## config.mk

```make
export PLATFORM = sky130hd
export DESIGN_NAME = lock_bank_top
export DESIGN_NICKNAME = d
export VERILOG_FILES = /design/src/rtl/lockbank_pkg.sv /design/src/rtl/lockbank_decode.sv /design/src/rtl/lockbank_cell.sv /design/src/rtl/lock_bank_top.sv
export SDC_FILE = /design/constraint.sdc
export NUM_CORES = 1
export LEC_CHECK = 0
export BUFFER_PORTS_ARGS = -buffer_cell sky130_fd_sc_hd__buf_2
export CAP_MARGIN = 25
export CORE_UTILIZATION = 56
export DETAILED_ROUTE_END_ITERATION = 10
export GPL_TIMING_DRIVEN = 0
export MAX_ROUTING_LAYER = met4
export PLACE_DENSITY = 0.9
export SLEW_MARGIN = 10
export SYNTH_ARGS = -nofsm -noshare
export SYNTH_HDL_FRONTEND = slang
export SYNTH_HIERARCHICAL = 1
export SYNTH_SLANG_ARGS = --single-unit
```

## constraint.sdc

```tcl
create_clock -name clk -period 1.95 [get_ports clk]
set_input_delay 0.0975 -clock clk [delete_from_list [all_inputs] [get_ports clk]]
set_output_delay 0.0975 -clock clk [all_outputs]
set_load 0.01 [all_outputs]
```

## src/rtl/lockbank_pkg.sv

```systemverilog
package lockbank_pkg;
    typedef enum logic {
        LK_FREE = 1'b0,
        LK_HELD = 1'b1
    } lock_state_e;
endpackage

```

## src/rtl/lockbank_decode.sv

```systemverilog
module lockbank_decode #(
    parameter int NUM_LOCKS = 32,
    parameter int ADDR_W    = 6
) (
    input  logic                 en,
    input  logic                 we,
    input  logic [ADDR_W-1:0]    addr,
    output logic [NUM_LOCKS-1:0] rd_vec,
    output logic [NUM_LOCKS-1:0] wr_vec,
    output logic                 status_rd
);
    localparam logic [ADDR_W-1:0] STATUS_ADDR = ADDR_W'(NUM_LOCKS);

    logic rd_access;
    logic wr_access;

    assign rd_access = en & ~we;
    assign wr_access = en & we;
    assign status_rd = rd_access & (addr == STATUS_ADDR);

    for (genvar i = 0; i < NUM_LOCKS; i++) begin : g_sel
        assign rd_vec[i] = rd_access & (addr == ADDR_W'(i));
        assign wr_vec[i] = wr_access & (addr == ADDR_W'(i));
    end

    // the status address never selects a lock
    always_comb begin
        if (status_rd) assert ((rd_vec | wr_vec) == '0);
    end
endmodule

```

## src/rtl/lockbank_cell.sv

```systemverilog
module lockbank_cell
    import lockbank_pkg::*;
(
    input  logic clk,
    input  logic rst_n,
    input  logic rd0,
    input  logic rd1,
    input  logic wr0,
    input  logic wr1,
    output logic held,
    output logic grant0,
    output logic grant1
);
    lock_state_e state_q;
    lock_state_e state_d;
    logic        claim;
    logic        release_req;

    // state register
    always_ff @(posedge clk or negedge rst_n) begin
        if (!rst_n) state_q <= LK_FREE;
        else        state_q <= state_d;
    end

    // grants and next state
    always_comb begin
        grant0      = 1'b0;
        grant1      = 1'b0;
        release_req = wr0 | wr1;
        state_d     = state_q;
        unique case (state_q)
            LK_FREE: begin
                grant0 = rd0;
                grant1 = rd1 & ~rd0;
                if (rd0 | rd1) state_d = LK_HELD;
            end
            LK_HELD: begin
                if (release_req) state_d = LK_FREE;
            end
            default: state_d = LK_FREE;
        endcase
        claim = grant0 | grant1;
    end

    assign held = (state_q == LK_HELD);

    p_held_read_zero_r2: assert property (@(posedge clk) disable iff (!rst_n)
        held && (rd0 || rd1) |-> !grant0 && !grant1);
    p_claim_holds_r3: assert property (@(posedge clk) disable iff (!rst_n)
        claim |=> held);
    p_release_frees_r4: assert property (@(posedge clk) disable iff (!rst_n)
        release_req && !claim |=> !held);
    p_single_grant_r5: assert property (@(posedge clk) disable iff (!rst_n)
        $onehot0({grant0, grant1}));
endmodule

```

## src/rtl/lock_bank_top.sv

```systemverilog
module lock_bank_top #(
    parameter int NUM_LOCKS = 32,
    parameter int ADDR_W    = $clog2(NUM_LOCKS) + 1
) (
    input  logic                 clk,
    input  logic                 rst_n,
    input  logic                 c0_en,
    input  logic                 c0_we,
    input  logic [ADDR_W-1:0]    c0_addr,
    output logic [NUM_LOCKS-1:0] c0_rdata,
    input  logic                 c1_en,
    input  logic                 c1_we,
    input  logic [ADDR_W-1:0]    c1_addr,
    output logic [NUM_LOCKS-1:0] c1_rdata
);
    logic [NUM_LOCKS-1:0] rd0_vec, wr0_vec, rd1_vec, wr1_vec;
    logic [NUM_LOCKS-1:0] held_vec, grant0_vec, grant1_vec;
    logic                 status0, status1;

    lockbank_decode #(.NUM_LOCKS(NUM_LOCKS), .ADDR_W(ADDR_W)) dec0_i (
        .en(c0_en), .we(c0_we), .addr(c0_addr),
        .rd_vec(rd0_vec), .wr_vec(wr0_vec), .status_rd(status0));

    lockbank_decode #(.NUM_LOCKS(NUM_LOCKS), .ADDR_W(ADDR_W)) dec1_i (
        .en(c1_en), .we(c1_we), .addr(c1_addr),
        .rd_vec(rd1_vec), .wr_vec(wr1_vec), .status_rd(status1));

    for (genvar i = 0; i < NUM_LOCKS; i++) begin : g_lock
        lockbank_cell cell_i (
            .clk(clk), .rst_n(rst_n),
            .rd0(rd0_vec[i]), .rd1(rd1_vec[i]),
            .wr0(wr0_vec[i]), .wr1(wr1_vec[i]),
            .held(held_vec[i]), .grant0(grant0_vec[i]), .grant1(grant1_vec[i]));
    end

    // one-hot grant word doubles as the success value
    always_comb begin
        c0_rdata = status0 ? held_vec : grant0_vec;
        c1_rdata = status1 ? held_vec : grant1_vec;
    end

    p_tie_core0_r5: assert property (@(posedge clk) disable iff (!rst_n)
        c0_en && !c0_we && c1_en && !c1_we && (c0_addr == c1_addr)
        && (c0_addr < ADDR_W'(NUM_LOCKS)) |-> c1_rdata == '0);
    p_status_quiet_r10: assert property (@(posedge clk) disable iff (!rst_n)
        (!c0_en || c0_addr >= ADDR_W'(NUM_LOCKS)) &&
        (!c1_en || c1_addr >= ADDR_W'(NUM_LOCKS)) |=> $stable(held_vec));
endmodule

```

# == Word level (Yosys, flattened, before mapping) ==
# Index checks and enable logic that the tools add are counted.
# word_totals
in_bits,18
wordCells,556
out_inout_bits,64
regBits,32
# classes
eq_ne,64
reduce_logical,2
n_mux,162
bitwise,296
# op_table
operator,n
$eq 6x5->1 const B,32
$and 1x1->1,166
$mux 1,128
$eq 6x4->1 const B,16
$not 1->1,66
$mux 32,2
$or 1x1->1,64
$pmux 1 s2,32
$eq 6x3->1 const B,8
$eq 6x2->1 const B,4
$eq 6x1->1 const B,2
$eq 6x6->1 const B,2
$logic_not 6->1,2

# == Longest topological paths before layout ==
# logic_depth
word_depth,7
mapped_depth,6
ltp_nobuf,4

# == Hierarchy ==
# The synthesis kept the hierarchy.
# by_module_without_submodules
module,seq_area_each_um2,area_per_inst_um2,instances,cells_each
lockbank_cell,25.0,55.1,32,5
lock_bank_top,0.0,1088.5,1,72
lockbank_decode,0.0,505.5,2,97

# == Worst setup path before layout ==
# Ideal clock, no wire load.
# synth_timing
path_type,input -> output
start,input port c0_addr[1]
end,output port c0_rdata[10]
path_buffers,3
arrival_time_ps,1476
setup_slack_ps,376
required_ps,1852
path_stages,6
cell_sequence,clkbuf_1 or4_1 nor2_1 buf_6 buf_12 mux2_4
# synth_via
word_cells_on_any_way,6
cone_classes,eq/ne (2); mux (2); bitwise (2)
# synth_lines
item,line_no,rtl
start: declaration,lock_bank_top.sv:9,"input logic [ADDR_W-1:0] c0_addr,"
$eq 6x6->1,lockbank_decode.sv:19,assign status_rd = rd_access & (addr == STATUS_ADDR);
$and 1x1->1,lockbank_decode.sv:19,
via status0,lock_bank_top.sv:18,"logic status0, status1;"
$mux 32,lock_bank_top.sv:38,c0_rdata = status0 ? held_vec : grant0_vec;
end: declaration,lock_bank_top.sv:10,"output logic [NUM_LOCKS-1:0] c0_rdata,"
# The timed path passes the listed nets, and every way through them passes these cells.

# == Final worst setup path ==
# layout_timing
start,input port c0_we
end,output port c1_rdata[3]
# layout_via
elab_chain_cells,7
# layout_rtl
item,line_no,rtl
start: declaration,lock_bank_top.sv:8,"input logic c0_we,"
$not 1->1,lockbank_decode.sv:17,assign rd_access = en & ~we;
$and 1x1->1,lockbank_decode.sv:17,
$and 1x1->1,lockbank_decode.sv:22,assign rd_vec[i] = rd_access & (addr == ADDR_W'(i));
via rd0_vec[3],lock_bank_top.sv:16,"logic [NUM_LOCKS-1:0] rd0_vec, wr0_vec, rd1_vec, wr1_vec;"
$not 1->1,lockbank_cell.sv:34,grant1 = rd1 & ~rd0;
$and 1x1->1,lockbank_cell.sv:34,
$mux 1,lockbank_cell.sv:31,unique case (state_q)
via grant1_vec[3],lock_bank_top.sv:17,"logic [NUM_LOCKS-1:0] held_vec, grant0_vec, grant1_vec;"
$mux 32,lock_bank_top.sv:39,c1_rdata = status1 ? held_vec : grant1_vec;
end: declaration,lock_bank_top.sv:14,output logic [NUM_LOCKS-1:0] c1_rdata
# The timed path passes the listed nets, and every way through them passes these cells.

==> impl_metrics.ini <==
[drt]
routed_wl_um = 10680
antenna_left = 0
drt-initial-drc-count = 398
vias = 3739
drt_drc_violations_left = 0
viasPerCell = 6.327
wl_per_cell_um = 18.07
dr.pass1.iters = 6

[layout]
fin_area_um2 = 4508
area_growth_syn_to_layout_pct = 16.75
regArea_um2 = 800.8
fillCellCount = 506
fin_util_pct = 69.41
largest_reg_flops = 32
multi_input_area_um2 = 2863
nets = 531
diodes = 0
drive_above_1_share_pct = 41.63

[sta]
fin_skew_ns = 0
fmax_mhz = 525.5
fin_crit_sh_pct = 97.58
worst_pin_slew_ns = 0.8059
setup_tns_ns = 0
hold_viol_final = 0
fin_crit_ns = 1.903
hold_slack_ns = 0.4261
slew_viol_final = 0
slew_headroom_pct = 46.27
grt_setup_unrepaired = false
setup_violations = 0

[worst_setup_path]
required_ns = 1.85
timing.critical_path.from = c0_we
arrival_ns = 1.81
r2r_start = g_lock[16].cell_i/held
cp-end-kind = primary output
path_max_fanout = 10
worstSetupStartpointType = primary input
crit_type = in -> out

[die]
die_h_um = 85.04
die_w_um = 85.04
dieArea_um2 = 7231
rows = 29
coreArea_um2 = 6495
start_util_pct = 59.45
io_pins = 82

[placed_design]
dp_hpwl_um = 7504
port_buffers = 81
finalWeightedCongestion = 0.8841
placed_cell_area_um2 = 4363

[worst_hold_path]
hold_path_class = in -> async

[global_routing]
grt-ovfl-total = 0
grt_pass1_vias = 3491
grt_usage_pct = 29.87
grt_max_degree = 33
antenna_found_initial = 0
grt_pass1_wl_um = 16550

[clock_network]
post-cts-setup-buffers = 0
cts-buffers-inserted = 5
cts_root_buf = clkbuf_8
insertion_delay_ns = 0.29
clockBufferDepth = 2
clk_pin_slew_ns = 0.07
cts_max_level = 2
cts_tree = yes
cts.sinks = 32

[status]
status = completed

[synthesis]
synth.distinct_cells = 18
synth_area_um2 = 3861
ys_warn_count = 6
ys_seq_area_share_pct = 20.74
avgSynthCellArea_um2 = 9.064
synth_nets = 444
synth_seq_cells = 32
syn_inst = 426

[power_and_ir_drop]
p_total_mw = 2.000
ir_drop_uv = 281.5
p_leak_nw = 1.911
powerDensity_nw_per_um2 = 443.6

[job]
drv_cap = 0
==> kinds of logic after synthesis <==
| kind of cell | Yosys count | share of synthesized area [%] |
|---|---|---|
| compound gates | 64 | 11.41 |
| buf+inv | 30 | 6.416 |
| flops | 32 | 20.74 |
| mux | 64 | 24.50 |
| simple gates | 236 | 36.94 |
==> through the flow <==
step           setup WS (ns)  cells
2_1_floorplan         0.3765    426
3_3_place_gp         -0.1023    584
3_5_place_dp         -0.1512    584
4_1_cts              0.04898    591
5_1_grt             0.005815    591
6_report             0.04714    591
==> cell type report <==
cell class                      count  area share, %
Buffer                             28          5.384
Multi-Input combinational cell    364          63.50
Clock buffer                        8          1.998
Timing Repair Buffer               82          9.215
Tap cell                           77          2.137
Sequential cell                    32          17.76
==> metal layers <==
layer  vias to the layer above  share of wire (%)  GRT usage, %
met4                         0                2.6         12.63
met2                       237                 49         50.15
met3                        34                7.4         4.669
li1                       1709                  -             -
met1                      1759                 41         35.60
met5                         -                  0             -
==> worst paths after layout <==
path / end / slack, ns / cells after the start
min reg2reg: g_lock[31].cell_i/held / 0.59 / 1
max: c1_rdata[3] / 0.05 / 8
min in group clk: g_lock[0].cell_i/held / 0.44 / 4
min: g_lock[18].cell_i/held / 0.43 / 2
max in group asynchronous: g_lock[11].cell_i/held / 1.01 / 2
max reg2reg: g_lock[16].cell_i/held / 1.07 / 1
==> repair_timing <==
| item | in CTS | in global routing |
|---|---|---|
| hold buffers | 1 | 0 |
| gates resized for setup | 4 | 11 |
| hold endpoints to repair | 32 | 0 |
| endpoints found under the setup margin | 62 | 6 |
==> cells in the final DEF (no fill, tap or decap), drive strengths merged <==
master | netlist | final
nor2 | 130 | 130
buf | 16 | 97
mux2 | 64 | 64
o21ai | 32 | 32
o31a | 32 | 32
and2b | 32 | 32
dfrtp | 32 | 32
nor3b | 32 | 32
clkbuf | 14 | 20
nand4bb | 16 | 16
or4b | 10 | 10
nand4b | 10 | 10
nand4 | 2 | 2
or4 | 2 | 2
or4bb | 2 | 2
dlygate4sd3 | 0 | 1
==> cells in the mapped netlist, drive strengths merged <==
library cell,number,share of area [%]
nor2,130,13
mux2,64,24
and2b,32,7.3
dfrtp,32,21
nor3b,32,6.2
o21ai,32,4.1
o31a,32,7.3
buf,16,5.1
nand4bb,16,4.7
clkbuf,14,1.4
nand4b,10,2.3
or4b,10,2.6
nand4,2,0.32
or4,2,0.39
or4bb,2,0.58
==> critical path, stage by stage <==
cell and delay, ns:
buf_2 0.12, or4b_1 0.52, buf_2 0.19, buf_6 0.17
nor2_1 0.22, nor3b_2 0.08, mux2_4 0.27, buf_2 0.14
==> power breakdown <==
part | leakage, nW | internal [mW] | switching (mW) | total, mW
logic | 1.46 | 0.235 | 0.167 | 0.402
clock network | 0.0455 | 0.288 | 0.272 | 0.560
registers | 0.403 | 0.815 | 0.222 | 1.04
total | 1.91 | 1.34 | 0.661 | 2.00
Note: power is estimated with default switching activity, not from simulation.
